## src/rtl/hdx_retry_pkg.sv

```systemverilog
package hdx_retry_pkg;
  typedef enum logic [1:0] {
    ST_IDLE = 2'd0,
    ST_XMIT = 2'd1,
    ST_WAIT = 2'd2
  } hdx_state_e;

  typedef enum logic [1:0] {
    STAT_OK    = 2'd0,
    STAT_LATE  = 2'd1,
    STAT_LIMIT = 2'd2
  } hdx_stat_e;
endpackage

```

## src/rtl/hdx_byte_window.sv

```systemverilog
module hdx_byte_window #(
  parameter int WIN_W = 10
) (
  input  logic             clk,
  input  logic             rst_n,
  input  logic             clr,
  input  logic             byte_sent,
  input  logic [WIN_W-1:0] cfg_win,
  output logic             past_win
);
  localparam int CW = WIN_W + 1;

  logic [CW-1:0] cnt_q, cnt_d;
  logic          cnt_en;

  always_comb begin
    cnt_en = clr | (byte_sent & ~(&cnt_q));
    cnt_d  = clr ? '0 : cnt_q + CW'(1);
  end

  always_ff @(posedge clk or negedge rst_n) begin
    if (!rst_n) cnt_q <= '0;
    else if (cnt_en) cnt_q <= cnt_d;
  end

  assign past_win = cnt_q > {1'b0, cfg_win};

  a_r7_cnt_no_wrap: assert property (@(posedge clk) disable iff (!rst_n)
    !clr |=> cnt_q >= $past(cnt_q));
endmodule

```

## src/rtl/hdx_backoff_draw.sv

```systemverilog
module hdx_backoff_draw #(
  parameter int              CNT_W     = 5,
  parameter int              R_W       = 15,
  parameter int              EXP_STD   = 10,
  parameter int              LFSR_W    = 16,
  parameter logic [LFSR_W-1:0] LFSR_TAPS = 16'hB400,
  parameter logic [LFSR_W-1:0] LFSR_SEED = 16'hACE1
) (
  input  logic             clk,
  input  logic             rst_n,
  input  logic [CNT_W-1:0] coll_n,
  input  logic             cfg_no_backoff,
  input  logic             cfg_alt_en,
  input  logic [CNT_W-2:0] cfg_alt_exp,
  output logic [R_W-1:0]   draw
);
  logic [LFSR_W-1:0] lfsr_q, lfsr_d;
  logic [CNT_W-1:0]  cap, k;
  logic [R_W-1:0]    mask;

  always_comb begin
    lfsr_d = {1'b0, lfsr_q[LFSR_W-1:1]} ^ (lfsr_q[0] ? LFSR_TAPS : '0);
  end

  always_ff @(posedge clk or negedge rst_n) begin
    if (!rst_n) lfsr_q <= LFSR_SEED;
    else        lfsr_q <= lfsr_d;
  end

  always_comb begin
    cap = cfg_alt_en ? {1'b0, cfg_alt_exp} : CNT_W'(EXP_STD);
    k   = (coll_n < cap) ? coll_n : cap;
  end

  for (genvar i = 0; i < R_W; i++) begin : g_mask
    assign mask[i] = CNT_W'(i) < k;
  end

  assign draw = cfg_no_backoff ? '0 : (lfsr_q[R_W-1:0] & mask);

  a_r5_lfsr_alive: assert property (@(posedge clk) disable iff (!rst_n)
    lfsr_q != '0);
endmodule

```

## src/rtl/hdx_slot_timer.sv

```systemverilog
module hdx_slot_timer #(
  parameter int SLOT_CYCLES = 8,
  parameter int R_W         = 15
) (
  input  logic           clk,
  input  logic           rst_n,
  input  logic           load,
  input  logic [R_W-1:0] load_slots,
  input  logic           active,
  output logic           expired
);
  localparam int TICK_W = (SLOT_CYCLES > 1) ? $clog2(SLOT_CYCLES) : 1;
  localparam logic [TICK_W-1:0] TICK_TOP = TICK_W'(SLOT_CYCLES - 1);

  logic [R_W-1:0]    slots_q, slots_d;
  logic [TICK_W-1:0] tick_q, tick_d;
  logic              tmr_en;

  always_comb begin
    tmr_en  = load | (active & (slots_q != '0));
    slots_d = slots_q;
    tick_d  = tick_q;
    if (load) begin
      slots_d = load_slots;
      tick_d  = TICK_TOP;
    end else if (tick_q == '0) begin
      slots_d = slots_q - R_W'(1);
      tick_d  = TICK_TOP;
    end else begin
      tick_d  = tick_q - TICK_W'(1);
    end
  end

  always_ff @(posedge clk or negedge rst_n) begin
    if (!rst_n) begin
      slots_q <= '0;
      tick_q  <= '0;
    end else if (tmr_en) begin
      slots_q <= slots_d;
      tick_q  <= tick_d;
    end
  end

  assign expired = slots_q == '0;

  a_r5_slots_down: assert property (@(posedge clk) disable iff (!rst_n)
    !load |=> slots_q <= $past(slots_q));
endmodule

```

## src/rtl/hdx_retry_ctrl.sv

```systemverilog
module hdx_retry_ctrl
  import hdx_retry_pkg::*;
#(
  parameter int RETRY_W     = 4,
  parameter int WIN_W       = 10,
  parameter int SLOT_CYCLES = 8,
  parameter int EXP_STD     = 10,
  parameter int LFSR_W      = 16
) (
  input  logic               clk,
  input  logic               rst_n,
  input  logic               cfg_half_duplex,
  input  logic [RETRY_W-1:0] cfg_retry_max,
  input  logic [WIN_W-1:0]   cfg_coll_win,
  input  logic               cfg_no_backoff,
  input  logic               cfg_alt_trunc_en,
  input  logic [RETRY_W-1:0] cfg_alt_trunc,
  input  logic               frame_start,
  input  logic               byte_sent,
  input  logic               coll_det,
  input  logic               frame_end,
  output logic               retry_cmd,
  output logic               abort_cmd,
  output logic               backoff_busy,
  output logic               ev_late_coll,
  output logic               ev_retry_lim,
  output logic               ev_tx_err,
  output logic               stat_vld,
  output logic [1:0]         stat_code,
  output logic [RETRY_W:0]   coll_cnt
);
  localparam int CNT_W = RETRY_W + 1;
  localparam int R_W   = (1 << RETRY_W) - 1;

  hdx_state_e       state_q, state_d;
  logic [CNT_W-1:0] cnt_q, cnt_d, coll_inc;
  logic             retry_d, abort_d, late_d, lim_d, stat_vld_d;
  logic [1:0]       stat_code_d;
  logic             win_clr, past_win, tmr_load, tmr_expired;
  logic [R_W-1:0]   draw;

  hdx_byte_window #(.WIN_W(WIN_W)) u_win (
    .clk(clk), .rst_n(rst_n), .clr(win_clr), .byte_sent(byte_sent),
    .cfg_win(cfg_coll_win), .past_win(past_win)
  );

  hdx_backoff_draw #(
    .CNT_W(CNT_W), .R_W(R_W), .EXP_STD(EXP_STD), .LFSR_W(LFSR_W)
  ) u_draw (
    .clk(clk), .rst_n(rst_n), .coll_n(coll_inc),
    .cfg_no_backoff(cfg_no_backoff), .cfg_alt_en(cfg_alt_trunc_en),
    .cfg_alt_exp(cfg_alt_trunc), .draw(draw)
  );

  hdx_slot_timer #(.SLOT_CYCLES(SLOT_CYCLES), .R_W(R_W)) u_tmr (
    .clk(clk), .rst_n(rst_n), .load(tmr_load), .load_slots(draw),
    .active(state_q == ST_WAIT), .expired(tmr_expired)
  );

  assign coll_inc = cnt_q + CNT_W'(1);

  always_comb begin
    state_d     = state_q;
    cnt_d       = cnt_q;
    retry_d     = 1'b0;
    abort_d     = 1'b0;
    late_d      = 1'b0;
    lim_d       = 1'b0;
    stat_vld_d  = 1'b0;
    stat_code_d = stat_code;
    win_clr     = 1'b0;
    tmr_load    = 1'b0;
    unique case (state_q)
      ST_IDLE: begin
        if (frame_start) begin
          state_d = ST_XMIT;
          cnt_d   = '0;
          win_clr = 1'b1;
        end
      end
      ST_XMIT: begin
        if (coll_det && cfg_half_duplex) begin
          if (past_win) begin
            late_d      = 1'b1;
            abort_d     = 1'b1;
            stat_vld_d  = 1'b1;
            stat_code_d = STAT_LATE;
            state_d     = ST_IDLE;
          end else if (coll_inc > {1'b0, cfg_retry_max}) begin
            cnt_d       = coll_inc;
            lim_d       = 1'b1;
            abort_d     = 1'b1;
            stat_vld_d  = 1'b1;
            stat_code_d = STAT_LIMIT;
            state_d     = ST_IDLE;
          end else begin
            cnt_d    = coll_inc;
            tmr_load = 1'b1;
            state_d  = ST_WAIT;
          end
        end else if (frame_end) begin
          stat_vld_d  = 1'b1;
          stat_code_d = STAT_OK;
          state_d     = ST_IDLE;
        end
      end
      ST_WAIT: begin
        if (tmr_expired) begin
          retry_d = 1'b1;
          win_clr = 1'b1;
          state_d = ST_XMIT;
        end
      end
      default: state_d = ST_IDLE;
    endcase
  end

  always_ff @(posedge clk or negedge rst_n) begin
    if (!rst_n) begin
      state_q      <= ST_IDLE;
      cnt_q        <= '0;
      retry_cmd    <= 1'b0;
      abort_cmd    <= 1'b0;
      ev_late_coll <= 1'b0;
      ev_retry_lim <= 1'b0;
      ev_tx_err    <= 1'b0;
      stat_vld     <= 1'b0;
      stat_code    <= STAT_OK;
    end else begin
      state_q      <= state_d;
      cnt_q        <= cnt_d;
      retry_cmd    <= retry_d;
      abort_cmd    <= abort_d;
      ev_late_coll <= late_d;
      ev_retry_lim <= lim_d;
      ev_tx_err    <= late_d | lim_d;
      stat_vld     <= stat_vld_d;
      stat_code    <= stat_code_d;
    end
  end

  assign backoff_busy = state_q == ST_WAIT;
  assign coll_cnt     = cnt_q;

  a_r8_abort_excl_retry: assert property (@(posedge clk) disable iff (!rst_n)
    !(abort_cmd && retry_cmd));
  a_r7_late_raises_err: assert property (@(posedge clk) disable iff (!rst_n)
    ev_late_coll |-> ev_tx_err && abort_cmd && stat_vld);
  a_r8_limit_raises_err: assert property (@(posedge clk) disable iff (!rst_n)
    ev_retry_lim |-> ev_tx_err && abort_cmd && !backoff_busy);
  a_r7_cause_onehot: assert property (@(posedge clk) disable iff (!rst_n)
    $onehot0({ev_late_coll, ev_retry_lim}));
  a_r12_retry_after_wait: assert property (@(posedge clk) disable iff (!rst_n)
    retry_cmd |-> $past(backoff_busy) && !backoff_busy);
  a_r3_busy_bumps_count: assert property (@(posedge clk) disable iff (!rst_n)
    $rose(backoff_busy) |-> coll_cnt == CNT_W'($past(coll_cnt) + 1'b1));
  a_r9_fdx_quiet: assert property (@(posedge clk) disable iff (!rst_n)
    !cfg_half_duplex && !backoff_busy |=> !backoff_busy && !ev_tx_err);
  a_r11_count_frozen: assert property (@(posedge clk) disable iff (!rst_n)
    backoff_busy && $past(backoff_busy) |-> $stable(coll_cnt));
endmodule

```

## config.mk

```make
export PLATFORM = sky130hd
export DESIGN_NAME = hdx_retry_ctrl
export DESIGN_NICKNAME = d
export VERILOG_FILES = /design/src/rtl/hdx_retry_pkg.sv /design/src/rtl/hdx_byte_window.sv /design/src/rtl/hdx_backoff_draw.sv /design/src/rtl/hdx_slot_timer.sv /design/src/rtl/hdx_retry_ctrl.sv
export SDC_FILE = /design/constraint.sdc
export NUM_CORES = 1
export LEC_CHECK = 0
export CAP_MARGIN = 25
export CORE_MARGIN = 4
export CORE_UTILIZATION = 56
export CTS_CLUSTER_SIZE = 10
export DETAILED_ROUTE_END_ITERATION = 8
export PLACE_DENSITY = 0.89
export SLEW_MARGIN = 20
export SYNTH_ARGS = -nofsm -noshare
export SYNTH_HDL_FRONTEND = slang
export SYNTH_SLANG_ARGS = --single-unit
```

## constraint.sdc

```tcl
create_clock -name clk -period 3.8 [get_ports clk]
set_input_delay 0.76 -clock clk [delete_from_list [all_inputs] [get_ports clk]]
set_output_delay 0.76 -clock clk [all_outputs]
set_load 0.05 [all_outputs]
```

; ---- Word-level counts from Yosys, hierarchy flattened
; Index checks and enable logic that the tools add are counted.
[op_classes]
add_sub_neg = 4
magnitude_cmp = 18
n_eq_ne = 8
mux = 44
bitwise = 8
n_reduce_logical = 13
[ops]
columns = cell, n
row1 = $mux W15, 3
row2 = $lt A4 B5 Y1 const A, 7
row3 = $lt A3 B5 Y1 const A, 4
row4 = $mux W1, 20
row5 = $mux W5, 4
row6 = $mux W2, 9
row7 = $mux W16, 1
row8 = $xor A15 B16 Y16, 1
row9 = $and A15 B15 Y15, 1
row10 = $logic_not A15 Y1, 1
row11 = $reduce_bool A15 Y1, 1
row12 = $sub A15 B1 Y15 const B, 1
row13 = $add A11 B1 Y11 const B, 1
row14 = $gt A11 B10 Y1, 1
row15 = $mux W11, 1
row16 = $reduce_and A11 Y1, 1
row17 = $lt A1 B5 Y1 const A, 2
row18 = $lt A2 B5 Y1 const A, 2
row19 = $pmux W5 S2, 1
row20 = $ne A2 B2 Y1 const B, 4
row21 = $mux W3, 2
row22 = $pmux W2 S3, 1
row23 = $reduce_and A3 Y1, 2
row24 = $reduce_bool A2 Y1, 3
row25 = 18 further kinds, 21
[word_totals]
register_bits = 60
word_cells = 108

; ---- Longest topological paths before layout
; Gate-level depths: netlist of the first run.
[logic_depth]
ltp_word = 8
depth_mapped = 11
ltp_nobuf = 9

; ---- Cells and area by module
; Synthesis of the first run repeated with hierarchy kept, for this count alone.
[hier_totals]
cells_unflattened = 397
hier_area_um2 = 3753.6
[by_module_without_submodules]
columns = mod, n_inst, cells_each, area_per_inst_um2, seq_area_each_um2
row1 = hdx_slot_timer, 1, 127, 1117.3, 450.4
row2 = hdx_backoff_draw, 1, 93, 977.2, 410.4
row3 = hdx_byte_window, 1, 97, 853.3, 275.3
row4 = hdx_retry_ctrl, 1, 80, 805.8, 375.4

; ---- Least setup slack after synthesis of the first run
; No wires, ideal clock.
[synth_timing]
kind = register -> register
startpoint = register cnt_q[2] (netlist: coll_cnt[2])
endpoint = register u_tmr.slots_q[10]
arrival_ps = 2901
required_ps = 3672
setup_slack_ps = 771
stages_incl_launch_ff = 12
period_less_slack_ps = 3029
cell_sequence = dfrtp_1 > buf_6 > nand3_1 > xnor2_1 > ha_1 > nand2_1 > nor4_1 > or3_1 > a22o_1 > buf_2 > nand3_4 > mux2_1
[synth_between]
elab_chain_cells = 8
elab_cells_between_ends = 15
cone_classes = 1 x add/sub / 3 x order compare / 7 x mux / 2 x bitwise / 2 x reduce/logical
[synth_rtl]
columns = item, line_no
row1 = "start, declared", hdx_retry_ctrl.sv:36  ; logic [CNT_W-1:0] cnt_q, cnt_d, coll_inc;
row2 = "start signal, assigned", hdx_retry_ctrl.sv:131  ; cnt_q <= cnt_d;
row3 = $add A5 B1 Y5 (*), hdx_retry_ctrl.sv:60  ; assign coll_inc = cnt_q + CNT_W'(1);
row4 = "parallel branches: the longest is 7 deep, another holds $lt A5 B5 Y1", -
row5 = "end signal, assigned", hdx_slot_timer.sv:39  ; slots_q <= slots_d;
row6 = "end, declared", hdx_slot_timer.sv:15  ; logic [R_W-1:0] slots_q, slots_d;
; Mark *: on every way between the ends.
; A chain may end at the register's enable or synchronous reset.

; ---- Worst setup path in the final report of the first run
[layout_timing]
startpoint = input cfg_alt_trunc_en
endpoint = register u_tmr.slots_q[0]
[layout_between]
elab_chain_cells = 7
[layout_rtl]
columns = item, line_no
row1 = "start, declared", hdx_retry_ctrl.sv:16  ; input logic cfg_alt_trunc_en,
row2 = $mux W4 (*), hdx_backoff_draw.sv:31  ; cap = cfg_alt_en ? {1'b0, cfg_alt_exp} : CNT_W'(EXP_STD);
row3 = $lt A5 B5 Y1, hdx_backoff_draw.sv:32  ; k = (coll_n < cap) ? coll_n : cap;
row4 = $mux W5 (*), hdx_backoff_draw.sv:32
row5 = $lt A1 B5 Y1 (*), hdx_backoff_draw.sv:36  ; assign mask[i] = CNT_W'(i) < k;
row6 = $and A15 B15 Y15 (*), hdx_backoff_draw.sv:39  ; assign draw = cfg_no_backoff ? '0 : (lfsr_q[R_W-1:0] & mask);
row7 = $mux W15 (*), hdx_backoff_draw.sv:39
row8 = $mux W15 (*), hdx_slot_timer.sv:23  ; if (load) begin
; Every way passes the cells marked *; elsewhere a longest branch is shown, timed or not.

==> impl_results.md, run 1 <==
- Status: finished clean
- Post-synthesis instance area: around 0.0035 mm²
- Rows: 28
- Fillers: between 400 and 500
- Vias after detailed routing: 3013
- Worst Skew: between 0.007 and 0.008 ns
- Crit path max fanout: 6
- First-pass GRT wire length: approximately 14000 µm
- Post-synth ARST share: 1.00
- Max Slew Vio Count: 0
- Core Region: 0.00599 mm²
- Final hold violation count: 0
- Period utilization: 0.835
- Top-count cell post-synth: dfrtp_1
- DR pass1 iterations: 5
- Met3 wire length: roughly 500 µm
- Worst setup SP type: input port
- Minimum clock period: 3.17 ns
- Final setup margin: roughly 0.63 ns
- Sequential share of the synthesized area: 0.431
- Post-synth EDFFs: 0
- Synth area leaders: dfrtp_1 37%, ha_1 7.1%, dfstp_2 6.0%
- N_diodes: 0
- Critical Path RT: between 4 and 5 ns
- Avg WL per Cell: around 17 µm
- Area growth from synthesis to layout: 20.3%
- Starting DRT DRC Count: slightly below 200
- GRT overflow: 0
- Power Density: 611 mW/mm²
- Postcts setup bufs: 0
- Hold buffers post-CTS: 0
- # clock sinks: 60
- Post-Route WL: ~8300 µm
- Port buffer count: 40
- Vias/cell: roughly 6.3
- Longest Clk Path Bufs: 2
- Peak supply drop: 449 µV
- Die width: ~87 µm
- CTS Buf Count: 9
- Setup Slack @ Placement: roughly 0.32 ns
- Yosys cell types: 60
- Critical Path AT: around 3.4 ns
- Initial core utilization: 0.585
- Crit-path slowest cell: clkdlybuf4s50_1
- Synth Area per Inst: 9.96 µm²
- CP Cell Sequence: clkdlybuf4s50_1 -> nor2b_1 -> ha_1 -> o21a_1 -> a2111oi_2 -> a21oi_1 -> o311ai_1 -> mux2i_1
- Setup TNS: 0 ns
- Final Cell Area: ~0.0042 mm²
- Clock transition at the registers of the reported paths: around 0.07 ns
- Placed cells: 461
- Layout cell share with drive strength beyond 1: 0.0943
- Register Area: 0.00151 mm²
- ANT nets after route: 0
- Synth Area in Adders: 0.0743
- I/O Pins: 41
- Placement Cell Area: between 0.003 and 0.004 mm²
- Syn_nets: 399
- Crit. End Element: flip-flop
- Largest family of logic cells by synthesized area: simple AND/OR/NAND/NOR gates
- Die Height: approximately 87 µm
- CTS tree: built
- Max_slew headroom: 0.557
- Met1 wire length: approximately 3400 µm
- Slew @ Worst Pin: 0.665 ns
- Non-filler cells, final: ~480
- Hold crit path type: input port to asynchronous set/reset pin
- Compound-cell area share of the yosys netlist: 0.161
- Die area: roughly 0.0076 mm²
- Wire length on met2: 4010 µm
- Largest net degree at the start of global routing: 43
- Max Fclk: about 0.32 GHz
- Simple-Gate Fraction of Synth Area: 0.171
- YS warnings: 0
- Maxcap violations: 0
- CP max stage delay: between 0.5 and 0.6 ns
- CTS H-tree depth: 3
- Multi-input gate area: around 0.0018 mm²
- Hpwl dp: about 6000 µm
- # resized after CTS: 0
- Synthesized instance count: between 300 and 400
- RSZ-0062 raised after global routing: no
- Highest metal used: met4
- Xor and xnor area share after synthesis: 0.0696
- Count of final setup violators: 0
- Initial antenna violation count: 0
- Leak Pwr: just under 2 nW
- NumNets Final: roughly 450
- Synth Flop Type: dfrtp_1
- Synth top cells by count: 52 x dfrtp_1, 28 x inv_1, 25 x nand2_1, 20 x ha_1, 19 x nor2_1
- Vias in the first global route: around 3k
- Largest area contributor in the netlist: dfrtp_1
- Worst Path Class, Setup: input port to flip-flop
- Final routed DRC violation total: 0
- Post-synth top area share: 0.371
- Routability cong.: 0.963
- Post-synthesis register bit count: 60
- All-Layer GR Usage: 0.234
- Multiplexer share of the synthesized area: 0.0478
- Root buf cell: clkbuf_8
- Clock Latency Late Sink: about 0.34 ns
## path summary, 6_finish.rpt
path	from	end	slack, ns	cells past startpoint
worst max-delay path	cfg_alt_trunc_en	u_tmr.slots_q[0]	0.63	8
worst min-delay path	rst_n	u_draw.lfsr_q[1]	0.26	1
worst max register to register	coll_cnt[0]	u_tmr.slots_q[10]	0.64	10
worst min register to register	u_draw.lfsr_q[7]	u_draw.lfsr_q[6]	0.37	0
max in group asynchronous	rst_n	u_tmr.tick_q[2]	2.75	3
min in group clk	u_draw.lfsr_q[7]	u_draw.lfsr_q[6]	0.37	0
## cell families after synthesis
logic type                 Yosys count
and+or+nand+nor                    115
AOI/OAI and AO/OA                   74
DFF                                 60
buffers and inverters               39
xor gates and xnor gates            27
adders and majority gates           21
muxes                               16
## metal layers
layer,vias to the layer above,global-route usage
met4,0,0.142
met3,30,0.0360
met1,1474,0.292
li1,1382,-
met5,-,0
met2,127,0.382
## through the flow
stage / hold WS [ns] / utilization / power (mW)
4_1_cts: 0.366 / 0.701 / 2.56
5_1_grt: 0.266 / 0.704 / 2.73
6_report: 0.262 / 0.704 / 2.57
3_5_place_dp: 0.357 / 0.664 / 1.91
2_1_floorplan: 0.354 / - / 1.62
3_3_place_gp: 0.358 / 0.664 / 1.86
## where the power goes
part           leakage (nW)  internal (mW)  switching, mW
registers             0.787          0.764          0.144
clock network         0.107          0.386          0.250
logic                  1.06          0.406          0.624
## critical path: cells and delay by family
family	cells	cell delay [ns]
multiplexers	1	0.15
AO/OA/AOI/OAI	4	1.26
AND/OR/NAND/NOR	1	0.34
buffers and inverters	1	0.55
adder cells (fa/ha/maj)	1	0.32
## flip-flops by register name, summed over array words and instances, names as in the netlist
register / count
coll_cnt: 5
u_draw.lfsr_q: 16
abort_cmd: 1
ev_tx_err: 1
ev_late_coll: 1
stat_code: 2
ev_retry_lim: 1
u_win.cnt_q: 11
retry_cmd: 1
u_tmr.slots_q: 15
u_tmr.tick_q: 3
state_q: 2
stat_vld: 1
## layout by cell type (no fill, tap or decap), types with 5 or more instances in the layout
cell             count
nor4_1               6
nor2b_1              5
nand3_1             10
xor2_1               9
and2_1               5
xnor2_1             17
dfrtp_1             52
dfstp_2              8
clkdlybuf4s50_1     39
a21oi_1             16
buf_4                5
nor2_1              19
clkbuf_8            10
o211ai_1             5
inv_1               28
ha_1                20
nand2_1             25
nor3_1              17
nand4_1              9
mux2i_1             13
o21ai_0              6
## cell type report
| class | count | share of cell area |
|---|---|---|
| multi-input combinational | 253 | 0.435 |
| sequential | 60 | 0.358 |
| timing repair buffer | 46 | 0.107 |
| clock buffer | 12 | 0.0344 |
| inverter | 28 | 0.0249 |
| tap | 75 | 0.0223 |
| clock inverter | 4 | 0.0172 |
Note: power is estimated with default switching activity, not from simulation.
==> inputs of run 2 (changes only) <==
==> constraint.sdc (replaced) <==
create_clock -name clk -period 3.1 [get_ports clk]
set_input_delay 0.62 -clock clk [delete_from_list [all_inputs] [get_ports clk]]
set_output_delay 0.62 -clock clk [all_outputs]
set_load 0.05 [all_outputs]
==> run 2 against run 1 <==
- power up 16%
- worst hold slack got worse by 0.14 ns
- design area is 1.4% higher
- wire length fell by 1.2%
- die area stayed put
- register-to-register slack worse by 0.37 ns
- clock power shrank 4.9%
==> impl_results.md, run 2 (synthesized netlist as in run 1, its figures left out) <==
- # resized after CTS: 0 (unchanged)
- Crit path max fanout: 5 (was 6)
- CP max stage delay: 0.63 ns (was 0.55 ns)
- CTS Buf Count: 9 (unchanged)
- Fillers: 426 (was 435)
- Commonest non-fill, non-tap cell in the layout: dfrtp_1 (unchanged)
- Worst setup SP type: input port (unchanged)
- Longest Clk Path Bufs: 2 (unchanged)
- Final routed DRC violation total: 0 (unchanged)
- Power Density: 701 mW/mm² (was 611 mW/mm²)
- GRT overflow: 0 (unchanged)
- Crit. End Element: flip-flop (unchanged)
- FF-to-FF End: u_tmr.slots_q[6] (was u_tmr.slots_q[10])
- Hold crit path type: input port to asynchronous set/reset pin (unchanged)
- CP Cell Sequence: clkdlybuf4s50_1 -> inv_1 -> ha_1 -> a21o_1 -> a211oi_1 -> buf_4 -> o211a_1 -> a221oi_1 -> nor2_1 -> buf_4 -> a211oi_1 (was clkdlybuf4s50_1 -> nor2b_1 -> ha_1 -> o21a_1 -> a2111oi_2 -> a21oi_1 -> o311ai_1 -> mux2i_1)
- Core Region: 0.00599 mm² (unchanged)
- Worst Skew: 0.00854 ns (was 0.00704 ns)
- Flop pwr share: 0.369 (was 0.353)
- P_sw: 1.22 mW (was 1.02 mW)
- FF-to-FF Start: coll_cnt[0] (unchanged)
- Slew @ Worst Pin: 0.680 ns (was 0.665 ns)
- Vias after detailed routing: 2953 (was 3013)
- Critical Path RT: 3.33 ns (was 4.01 ns)
- Placement Cell Area: 0.00411 mm² (was 0.00398 mm²)
- Post-Route WL: 8170 µm (was 8270 µm)
- Clk network pwr share: 0.202 (was 0.247)
- Peak supply drop: 393 µV (was 449 µV)
- Most frequent cells in the layout: 52 x dfrtp_1, 39 x clkdlybuf4s50_1, 28 x inv_1 (unchanged)
- Count of final setup violators: 0 (unchanged)
- Vias/cell: 5.97 (was 6.30)
- Max_slew headroom: 0.547 (was 0.557)
- Combinational share of power: 0.429 (was 0.400)
- Vias in the first global route: 2923 (was 2941)
- Max Slew Vio Count: 0 (unchanged)
- First-pass GRT wire length: 13900 µm (was 13700 µm)
- Final hold violation count: 0 (unchanged)
- Critical Path AT: 3.15 ns (was 3.38 ns)
- Clock transition at the registers of the reported paths: 0.07 ns (about the same)
- Postcts setup bufs: 0 (unchanged)
- Biggest regs: u_draw.lfsr_q x16, u_tmr.slots_q x15, u_win.cnt_q x11 (unchanged)
- Max FFs per register: 16 (unchanged)
- Area growth from synthesis to layout: 22.0% (was 20.3%)
- ANT nets after route: 0 (unchanged)
- # clock sinks: 60 (unchanged)
- Final Cell Area: 0.00428 mm² (was 0.00422 mm²)
- Maxcap violations: 0 (unchanged)
- Final setup margin: 0.185 ns (was 0.627 ns)
- Starting DRT DRC Count: 238 (was 194)
- Avg WL per Cell: 16.5 µm (was 17.3 µm)
- Largest reg by FF count: u_draw.lfsr_q (unchanged)
- Worst Path Class, Setup: input port to flip-flop (unchanged)
- Clock Latency Late Sink: 0.34 ns (about the same)
- Status: finished clean (unchanged)
- P_int: 1.78 mW (was 1.56 mW)
- Die Height: 87.1 µm (unchanged)
- Switching Share: 0.408 (was 0.395)
- RSZ-0062 raised after global routing: no (unchanged)
- I/O Pins: 41 (unchanged)
- Leak Pwr: 2.01 nW (was 1.96 nW)
- Routability cong.: 0.941 (was 0.963)
- All-Layer GR Usage: 0.235 (was 0.234)
- Rows: 28 (unchanged)
- Max Fclk: between 0.3 and 0.4 GHz
- Initial core utilization: 0.585 (unchanged)
- Minimum clock period: roughly 2.9 ns
- Root buf cell: clkbuf_8 (unchanged)
- Die width: 87.1 µm (unchanged)
- Setup Slack @ Placement: -0.110 ns (was 0.321 ns)
- Port buffer count: 40 (unchanged)
- CTS tree: built (unchanged)
- CTS H-tree depth: 3 (unchanged)
- Die area: 0.00759 mm² (unchanged)
- Layout cell share with drive strength beyond 1: 0.126 (was 0.0943)
- N_diodes: 0 (unchanged)
- Hpwl dp: 6130 µm (was 5980 µm)
- DR pass1 iterations: 4 (was 5)
- NumNets Final: 462 (was 445)
- Largest net degree at the start of global routing: 32 (was 43)
- Crit-path slowest cell: a221oi_1 (was clkdlybuf4s50_1)
- Hold buffers post-CTS: 0 (unchanged)
- Period utilization: 0.940
- R2R setup slack: 0.27 ns (was 0.64 ns)
- Reg2Reg Depth: 7 (was 10)
- Initial antenna violation count: 0 (unchanged)
run 2: cell count changes in the layout (fill, tap and decap cells not counted):
| cell | previous run | this run |
|---|---|---|
| bufinv_16 | 2 | 0 |
| buf_4 | 5 | 23 |
| clkbuf_1 | 2 | 4 |
| clkinv_2 | 1 | 2 |
| clkinvlp_4 | 1 | 0 |
| buf_12 | 1 | 0 |
run 2: worst max path at each step:
stage               startpoint  slack (ns)                end
6_report       cfg_coll_win[8]        0.19        coll_cnt[2]
5_1_grt        cfg_coll_win[8]        0.08        coll_cnt[2]
4_1_cts        cfg_coll_win[8]        0.25        coll_cnt[2]
3_5_place_dp   cfg_coll_win[8]       -0.11        coll_cnt[2]
3_3_place_gp   cfg_coll_win[8]       -0.03        coll_cnt[4]
2_1_floorplan      coll_cnt[2]        0.07  u_tmr.slots_q[10]
run 2: final cells by class:
class                   count  area, µm²  share of cell area
multi-input cells         253       1840               0.429
flip-flops and latches     60       1510               0.353
repair buffers             63        568               0.133
clock buffers              14        153              0.0357
inverters                  28        105              0.0246
well taps                  75       93.8              0.0219
clock inverters             2       10.0             0.00234
run 2: power by group through the flow:
stage,combinational (mW),clock (mW),sequential [mW]
floorplan,0.835,0,1.15
global placement,1.23,0,1.10
CTS,1.28,0.611,1.10
global route,1.42,0.653,1.13
detailed placement,1.27,0,1.11
finish,1.29,0.606,1.11
run 2: metal layers:
metal	part of all wire	track usage	up-vias
met3	0.051	0.0360	11
met1	0.43	0.302	1439
li1	-	-	1419
met4	0.014	0.109	0
met5	0	0	-
met2	0.50	0.389	84
run 2: metrics by stage:
stage	hold slack [ns]	instances	power, mW	utilization	TNS [ns]
final	0.122	495	3.00	0.714	0
after global routing	0.121	495	3.20	0.714	0
after CTS	0.121	495	2.99	0.714	0
after detailed placement	0.360	479	2.38	0.687	-0.562
after global placement	0.362	479	2.33	0.687	-0.0540
after floorplan	0.324	352	1.99	-	0
run 2: worst max-delay path, delay by kind of cell:
kind	cells	cell delay (ns)
fa+ha+maj	1	0.29
simple gates	1	0.22
compound gates	5	1.18
buf+inv	4	0.84
